--- config.mk ---
export PLATFORM = sky130hd
export DESIGN_NAME = fd_quad_eval
export DESIGN_NICKNAME = d
export VERILOG_FILES = /design/src/rtl/fd_eval_pkg.sv /design/src/rtl/fd_coef_banks.sv /design/src/rtl/fd_split_lane.sv /design/src/rtl/fd_patch_ctrl.sv /design/src/rtl/fd_quad_eval.sv
export SDC_FILE = /design/constraint.sdc
export NUM_CORES = 2
export LEC_CHECK = 0
export BUFFER_PORTS_ARGS = -buffer_cell sky130_fd_sc_hd__buf_4
export CORE_AREA = 2 2 272 274
export DETAILED_ROUTE_END_ITERATION = 16
export DIE_AREA = 0 0 274 276
export GPL_TIMING_DRIVEN = 0
export PLACE_DENSITY = 0.86
export SYNTH_ARGS = -nofsm -noshare
export SYNTH_HDL_FRONTEND = slang
export SYNTH_SLANG_ARGS = --single-unit
export TNS_END_PERCENT = 1
--- constraint.sdc ---
create_clock -name clk -period 10 [get_ports clk]
set_clock_uncertainty 0.15 [all_clocks]
set_input_delay 2 -clock clk [delete_from_list [all_inputs] [get_ports clk]]
set_output_delay 2 -clock clk [all_outputs]
set_load 0.05 [all_outputs]
--- src/rtl/fd_eval_pkg.sv ---
package fd_eval_pkg;
  // raster operation taken in a cycle
  typedef enum logic [1:0] {OP_NONE, OP_LOAD, OP_LINE, OP_PIX} fd_op_e;
  // per-half accumulator command
  typedef enum logic [1:0] {LN_HOLD, LN_LOAD, LN_ADD} lane_op_e;

  localparam int NUM_WORDS = 6;
  localparam int W_ROW0  = 0;  // f(0,0)
  localparam int W_DY0   = 1;  // first line difference
  localparam int W_DDY   = 2;  // second line difference
  localparam int W_DX0   = 3;  // first pixel difference
  localparam int W_DXROW = 4;  // per-line change of pixel difference
  localparam int W_DDX   = 5;  // second pixel difference

  localparam int NUM_LANES = 5;
  localparam int L_RV  = 0;    // line start value
  localparam int L_RDY = 1;    // line difference
  localparam int L_RDX = 2;    // pixel difference at x = 0
  localparam int L_CV  = 3;    // current value
  localparam int L_CDX = 4;    // current pixel difference
endpackage

--- src/rtl/fd_coef_banks.sv ---
module fd_coef_banks
  import fd_eval_pkg::*;
#(
  parameter int W  = 48,
  parameter int NW = NUM_WORDS,
  parameter int AW = 3
) (
  input  logic                 clk,
  input  logic                 rst,
  input  logic                 sel,
  input  logic                 wr_en,
  input  logic [AW-1:0]        wr_addr,
  input  logic [W-1:0]         wr_data,
  output logic [NW-1:0][W-1:0] rd_words,
  output logic                 rd_lin
);
  logic [NW-1:0][W-1:0] bank_words [2];
  logic                 bank_lin   [2];

  for (genvar g = 0; g < 2; g++) begin : g_bank
    logic [NW-1:0][W-1:0] words_q;
    logic                 lin_q;
    always_ff @(posedge clk) begin
      if (rst) begin
        words_q <= '0;
        lin_q   <= 1'b0;
      end else if (wr_en && (sel != 1'(g))) begin
        if (wr_addr < AW'(NW))
          words_q[wr_addr] <= wr_data;
        else if (wr_addr == AW'(NW))
          lin_q <= wr_data[0];
      end
    end
    assign bank_words[g] = words_q;
    assign bank_lin[g]   = lin_q;
  end

  assign rd_words = bank_words[sel];
  assign rd_lin   = bank_lin[sel];

  // the bank in use only changes content across a swap
  a_r2_active_bank_steady: assert property (@(posedge clk) disable iff (rst)
    $stable(sel) |-> ($stable(rd_words) && $stable(rd_lin)));
endmodule

--- src/rtl/fd_split_lane.sv ---
module fd_split_lane
  import fd_eval_pkg::*;
#(
  parameter int HALF_W = 24
) (
  input  logic                  clk,
  input  logic                  rst,
  input  lane_op_e              op_lo,
  input  lane_op_e              op_hi,
  input  logic [HALF_W-1:0]     ld_lo,
  input  logic [HALF_W-1:0]     ld_hi,
  input  logic [HALF_W-1:0]     a_lo,
  input  logic [HALF_W-1:0]     b_lo,
  input  logic [HALF_W-1:0]     a_hi,
  input  logic [HALF_W-1:0]     b_hi,
  output logic [2*HALF_W-1:0]   q
);
  logic [HALF_W-1:0] lo_q, hi_q, hi_nxt;
  logic              cy_q;
  logic [HALF_W:0]   lo_sum;

  assign lo_sum = {1'b0, a_lo} + {1'b0, b_lo};

  always_comb begin
    case (op_hi)
      LN_LOAD: hi_nxt = ld_hi;
      LN_ADD:  hi_nxt = a_hi + b_hi + {{(HALF_W-1){1'b0}}, cy_q};
      default: hi_nxt = hi_q;
    endcase
  end

  always_ff @(posedge clk) begin
    if (rst) begin
      lo_q <= '0;
      hi_q <= '0;
      cy_q <= 1'b0;
    end else begin
      hi_q <= hi_nxt;
      case (op_lo)
        LN_LOAD: begin
          lo_q <= ld_lo;
          cy_q <= 1'b0;
        end
        LN_ADD:  {cy_q, lo_q} <= lo_sum;
        default: ;
      endcase
    end
  end

  assign q = {hi_q, lo_q};

  // with neither half busy the accumulator keeps its value
  a_r7_idle_holds: assert property (@(posedge clk) disable iff (rst)
    (op_lo == LN_HOLD && op_hi == LN_HOLD) |=> $stable(q));
endmodule

--- src/rtl/fd_patch_ctrl.sv ---
module fd_patch_ctrl
  import fd_eval_pkg::*;
(
  input  logic   clk,
  input  logic   rst,
  input  logic   swap_req,
  input  logic   patch_end,
  input  logic   line_start,
  input  logic   pix_step,
  output logic   bank_sel,
  output fd_op_e op
);
  logic open_q, first_q, pend_q, take;

  assign take = (swap_req || pend_q) && (!open_q || patch_end);

  always_comb begin
    op = OP_NONE;
    if (open_q && !patch_end) begin
      if (line_start)
        op = first_q ? OP_LOAD : OP_LINE;
      else if (pix_step && !first_q)
        op = OP_PIX;
    end
  end

  always_ff @(posedge clk) begin
    if (rst) begin
      bank_sel <= 1'b0;
      open_q   <= 1'b0;
      first_q  <= 1'b0;
      pend_q   <= 1'b0;
    end else if (take) begin
      bank_sel <= ~bank_sel;
      open_q   <= 1'b1;
      first_q  <= 1'b1;
      pend_q   <= 1'b0;
    end else begin
      if (patch_end)
        open_q <= 1'b0;
      else if (swap_req && open_q)
        pend_q <= 1'b1;
      if (op == OP_LOAD)
        first_q <= 1'b0;
    end
  end

  // no bank exchange while a patch runs
  a_r4_sel_stable_in_patch: assert property (@(posedge clk) disable iff (rst)
    (open_q && !patch_end) |=> $stable(bank_sel));
  // a held request exists only inside a patch
  a_r4_pend_only_open: assert property (@(posedge clk) disable iff (rst)
    pend_q |-> open_q);
  // an idle swap flips the bank and opens a patch
  a_r3_idle_swap: assert property (@(posedge clk) disable iff (rst)
    (!open_q && swap_req) |=> (bank_sel != $past(bank_sel)) && open_q);
endmodule

--- src/rtl/fd_quad_eval.sv ---
module fd_quad_eval
  import fd_eval_pkg::*;
#(
  parameter int HALF_W = 24
) (
  input  logic                    clk,
  input  logic                    rst,
  input  logic                    wr_en,
  input  logic [2:0]              wr_addr,
  input  logic [2*HALF_W-1:0]     wr_data,
  input  logic                    swap_req,
  input  logic                    line_start,
  input  logic                    pix_step,
  input  logic                    patch_end,
  output logic                    out_valid,
  output logic [2*HALF_W-1:0]     out_value
);
  localparam int W  = 2 * HALF_W;
  localparam int NW = NUM_WORDS;
  localparam int AW = $clog2(NW + 1);

  logic                 bank_sel, rd_lin;
  logic [NW-1:0][W-1:0] rd_words;
  fd_op_e               op, op_d_q;

  fd_coef_banks #(.W(W), .NW(NW), .AW(AW)) u_banks (
    .clk(clk), .rst(rst), .sel(bank_sel), .wr_en(wr_en),
    .wr_addr(wr_addr), .wr_data(wr_data),
    .rd_words(rd_words), .rd_lin(rd_lin)
  );

  fd_patch_ctrl u_ctrl (
    .clk(clk), .rst(rst), .swap_req(swap_req), .patch_end(patch_end),
    .line_start(line_start), .pix_step(pix_step),
    .bank_sel(bank_sel), .op(op)
  );

  // second differences vanish in linear mode
  logic [W-1:0] ddy_e, dxrow_e, ddx_e;
  assign ddy_e   = rd_lin ? '0 : rd_words[W_DDY];
  assign dxrow_e = rd_lin ? '0 : rd_words[W_DXROW];
  assign ddx_e   = rd_lin ? '0 : rd_words[W_DDX];

  logic [W-1:0]      lane_q [NUM_LANES];
  lane_op_e          cmd_lo [NUM_LANES], cmd_hi [NUM_LANES];
  logic [HALF_W-1:0] a_lo [NUM_LANES], b_lo [NUM_LANES], ld_lo [NUM_LANES];
  logic [HALF_W-1:0] a_hi [NUM_LANES], b_hi [NUM_LANES], ld_hi [NUM_LANES];

  // operand routing: stage 0 follows this cycle's op, stage 1 the previous one
  always_comb begin
    for (int s = 0; s < 2; s++) begin
      fd_op_e       o;
      lane_op_e     c;
      logic [W-1:0] a, b, ld;
      o = (s == 0) ? op : op_d_q;
      for (int ln = 0; ln < NUM_LANES; ln++) begin
        case (ln)
          L_RV:  begin a = lane_q[L_RV];  b = lane_q[L_RDY]; ld = rd_words[W_ROW0]; end
          L_RDY: begin a = lane_q[L_RDY]; b = ddy_e;         ld = rd_words[W_DY0];  end
          L_RDX: begin a = lane_q[L_RDX]; b = dxrow_e;       ld = rd_words[W_DX0];  end
          L_CV: begin
            a  = (o == OP_PIX) ? lane_q[L_CV]  : lane_q[L_RV];
            b  = (o == OP_PIX) ? lane_q[L_CDX] : lane_q[L_RDY];
            ld = rd_words[W_ROW0];
          end
          default: begin
            a  = (o == OP_PIX) ? lane_q[L_CDX] : lane_q[L_RDX];
            b  = (o == OP_PIX) ? ddx_e         : dxrow_e;
            ld = rd_words[W_DX0];
          end
        endcase
        case (o)
          OP_LOAD: c = LN_LOAD;
          OP_LINE: c = LN_ADD;
          OP_PIX:  c = (ln >= L_CV) ? LN_ADD : LN_HOLD;
          default: c = LN_HOLD;
        endcase
        if (s == 0) begin
          cmd_lo[ln] = c;
          a_lo[ln]   = a[HALF_W-1:0];
          b_lo[ln]   = b[HALF_W-1:0];
          ld_lo[ln]  = ld[HALF_W-1:0];
        end else begin
          cmd_hi[ln] = c;
          a_hi[ln]   = a[W-1:HALF_W];
          b_hi[ln]   = b[W-1:HALF_W];
          ld_hi[ln]  = ld[W-1:HALF_W];
        end
      end
    end
  end

  for (genvar g = 0; g < NUM_LANES; g++) begin : g_lane
    fd_split_lane #(.HALF_W(HALF_W)) u_lane (
      .clk(clk), .rst(rst),
      .op_lo(cmd_lo[g]), .op_hi(cmd_hi[g]),
      .ld_lo(ld_lo[g]), .ld_hi(ld_hi[g]),
      .a_lo(a_lo[g]), .b_lo(b_lo[g]),
      .a_hi(a_hi[g]), .b_hi(b_hi[g]),
      .q(lane_q[g])
    );
  end

  // alignment: hold the lower half while the upper half finishes
  logic [HALF_W-1:0] lo_hold_q;
  logic              s1_valid_q, s1_lin_q;

  always_ff @(posedge clk) begin
    if (rst) begin
      op_d_q     <= OP_NONE;
      lo_hold_q  <= '0;
      s1_valid_q <= 1'b0;
      s1_lin_q   <= 1'b0;
      out_valid  <= 1'b0;
      out_value  <= '0;
    end else begin
      op_d_q     <= op;
      s1_valid_q <= (op_d_q != OP_NONE);
      s1_lin_q   <= rd_lin;
      if (op_d_q != OP_NONE)
        lo_hold_q <= lane_q[L_CV][HALF_W-1:0];
      out_valid <= s1_valid_q;
      if (s1_valid_q)
        out_value <= s1_lin_q ? {{HALF_W{lo_hold_q[HALF_W-1]}}, lo_hold_q}
                              : {lane_q[L_CV][W-1:HALF_W], lo_hold_q};
    end
  end

  // every accepted strobe yields a result three edges later
  a_r9_valid_follows: assert property (@(posedge clk) disable iff (rst)
    (op != OP_NONE) |=> ##2 out_valid);
  // no result without an accepted strobe
  a_r10_no_spurious: assert property (@(posedge clk) disable iff (rst)
    out_valid |-> ($past(op, 3) != OP_NONE));
  // linear results are sign-extended 24-bit values
  a_r8_linear_sext: assert property (@(posedge clk) disable iff (rst)
    (out_valid && $past(rd_lin, 2)) |-> (out_value[W-1:HALF_W] == {HALF_W{out_value[HALF_W-1]}}));
endmodule

==> summary.txt <==
Pwr
  – Switching power total: around 0.0023 W
  – Maximum VDD drop: 0.0001765 V
  – Sequential share of power: 44.8%
  – Switching Fraction: 27.35%
  – Gate power share: 10.6%
  – Tot Pwr: between 0.008 and 0.009 W
  – Clock power share: 44.6%
  – PD cells: 151.4 nW/µm²
  – Pleak: 21.19 nW
  – Cell Int Power: 0.006039 W

Layout
  – Commonest cells after routing, fill and taps aside: nand2_1 (1437), dfxtp_1 (904), a21oi_1 (855), nor2_1 (487), clkbuf_1 (428)
  – Fillers: 5605
  – Share of cells above drive strength 1: 6.102%
  – Synth-to-layout area growth: 10.44%
  – Final nets: 6976
  – Final non-filler cell total: just under 8k
  – Multi-input logic area: 29140 µm²
  – Most common cell after layout, fill and taps aside: nand2_1
  – Register Area: 18100 µm²
  – End-of-flow core utilization: 75.62%

Clocking
  – Worst-Skew Late Latency: about 0.7 ns
  – Clock transition at path regs: 0.06 ns
  – Post-CTS sizing: 0
  – H-tree levels: 3
  – Number of post-CTS setup repair buffers: 0
  – CTS max path bufs: 3
  – Cts hold-fix bufs: 0
  – CTS tree: yes
  – Number of buffers created by CTS: 93
  – CTS Root Cell: clkbuf_16
  – Clock sinks: 904

Placed design
  – Number of port buffers: 104
  – Cells after DPL: 7527
  – Placer Congestion: ~1.1
  – HPWL Detailed: around 150 mm

Synth
  – Sequential fraction of the synthesis area: 36.41%
  – Cells after Synth: 6464
  – Unique cell type count in the Yosys netlist: 83
  – Synthesis Warnings: 0
  – Top_reg_cell synth: dfxtp_1
  – Mapped Area: 49700 µm²
  – Syn_nets: 6777
  – EDFF count, synth: 0
  – Syn avg cell area: 7.689 µm²
  – Synthesis-stage register bit count: 904
  – Post-synth ARST share: 0%

Floorplan
  – Initial Util: 68.47%
  – CORE AREA: 72590 µm²
  – IO Pins: 107
  – Chip height: between 200 and 300 µm
  – Die area: roughly 76000 µm²
  – DIE WIDTH: 274 µm
  – Row count: 99

Setup path
  – Arrival time of the worst setup path: 8.57 ns
  – Reg2reg end: g_lane[1].u_lane.lo_q[23]
  – Worst EP required: between 10 and 15 ns
  – Startpoint Class: input port
  – Endpoint class of the critical path: register
  – FF-to-FF setup slack: approximately 2.1 ns
  – R2r startpoint: u_ctrl.bank_sel
  – CP startpoint: patch_end
  – Crit Path Max Fanout: 10
  – WS Path Type: input port to register
  – Worst setup path end: g_lane[4].u_lane.lo_q[20]
  – R2R depth: 17

GRT
  – First-pass GRT wire length: 291.4 mm
  – Initial antenna violation count: 10
  – Largest net degree at the start of global routing: 15
  – GRT Overall Usage: a little over 50%
  – Number of global-route vias before repair: 47.34k
  – GRT overflow: 0

Timing
  – Slew @ Worst Pin: ~1.6 ns
  – Relative slew slack: -3.438%
  – Fmax: 122.6 MHz
  – Sum Neg Setup Slack: 0 ns
  – RSZ-0062 raised after global routing: false
  – Hold slack: ~0.30 ns
  – Final Hold Viols: 0
  – Final Slew Violations: 33
  – Final worst path period share: 81.60%
  – Final setup fails: 0
  – Tmin final: 8.160 ns

Drt
  – DR vias: 51.70k
  – Routed WL per cell: 26.33 µm
  – Post-DRT Antenna Nets: 0
  – Drt pass-1 iters: 10
  – Initial DRC Count: between 8k and 9k
  – Routed wire length: between 200 and 250 mm
  – Drt drc: 0
  – Avg Vias per Cell: 6.717

Hold path
  – Type of the worst min-delay path: register to register

Flow run
  – Maxcap violations: 3

Run status
  – Failing checks: capacitance limit, slew limit
  – Status: complete, but fails checks
[power groups by stage]
stage	registers (W)	clock network [W]	logic, W
detailed placement	0.00380	0	0.000821
floorplan	0.00379	0	0.000501
CTS	0.00372	0.00365	0.000827
global route	0.00372	0.00379	0.000898
global placement	0.00379	0	0.000808
finish	0.00372	0.00371	0.000883
[registers in the layout, summed over array words and instances (netlist names), 2 cells and up]
register              cells
g_lane.u_lane.hi_q      120
lo_hold_q                24
u_banks.g_bank.lin_q      2
out_value                48
u_banks.bank_words      576
g_lane.u_lane.lo_q      120
op_d_q                    2
g_lane.u_lane.cy_q        5
[cell usage after synthesis, types with 67 or more instances]
cell type	count	area share, %
a211oi_1	129	1.9
a21o_1	93	1.4
a21oi_1	855	8.6
clkbuf_1	404	3.1
dfxtp_1	904	36
ha_1	240	6.0
inv_1	180	1.4
mux2_2	114	2.6
mux2i_1	305	6.1
nand2_1	1437	11
nand3_1	93	0.94
nor2_1	487	3.7
nor3_1	88	0.89
o21ai_0	241	2.4
xnor2_1	106	1.9
xor2_1	67	1.2
[routing by layer]
| metal | vias to the layer above | global-route usage, % | share of wire (%) |
|---|---|---|---|
| met4 | 22 | 28.33 | 6.7 |
| met1 | 23790 | 66.15 | 36 |
| li1 | 22720 | - | - |
| met5 | - | 0.7060 | 0.13 |
| met2 | 4280 | 71.93 | 39 |
| met3 | 895 | 22.54 | 18 |
[final cells by class]
cell class	instances	share of cell area (%)
Buffer	468	3.250
Clock buffer	138	4.951
Clock inverter	30	0.8890
Inverter	182	1.245
Antenna cell	2	0.009117
Timing Repair Buffer	104	1.422
Multi-Input combinational cell	4910	53.08
Tap cell	959	2.186
Sequential cell	904	32.97
[cell families after synthesis]
group | Yosys count | synth area share [%]
AND/OR/NAND/NOR | 2305 | 18.97
AO/OA/AOI/OAI | 1756 | 21.19
flip-flops | 904 | 36.41
buffers and inverters | 650 | 4.964
multiplexers | 421 | 8.771
adder cells (fa/ha/maj) | 255 | 6.646
XOR/XNOR | 173 | 3.049
[worst max-delay path, cell delays in order]
cell and delay, ns:
buf_4 0.11, nand2b_1 0.19, or3_1 0.49, inv_1 0.15
ha_1 0.18, clkbuf_1 0.62, clkbuf_1 0.86, clkbuf_1 0.45
nand3_1 0.15, o31ai_1 0.29, ha_1 0.34, inv_1 0.08
fa_1 0.46, nor2b_1 0.17, o31a_1 0.22, o311a_1 0.23
o211ai_1 0.20, a2111o_1 0.56, a211oi_2 0.37, o21a_1 0.16
nor3_1 0.04, o221a_1 0.24
[metrics by stage]
step                setup slack, ns  instance area [µm²]
floorplan                     3.416                49700
global placement              1.661                51680
detailed placement            1.589                51680
CTS                           2.211                54890
global route                  1.763                54890
finish                        1.840                54890
[how the worst min path moves through the flow]
stage	start	to	slack (ns)	cells after the start
2_1_floorplan	u_banks.bank_words[295]	u_banks.bank_words[295]	0.28	2
3_3_place_gp	u_banks.bank_words[476]	u_banks.bank_words[476]	0.29	2
3_5_place_dp	u_banks.bank_words[382]	u_banks.bank_words[382]	0.29	2
4_1_cts	u_banks.bank_words[382]	u_banks.bank_words[382]	0.30	2
5_1_grt	u_banks.bank_words[252]	u_banks.bank_words[252]	0.32	2
6_report	u_banks.bank_words[284]	u_banks.bank_words[284]	0.30	2
(Power assumes the default switching activity.)
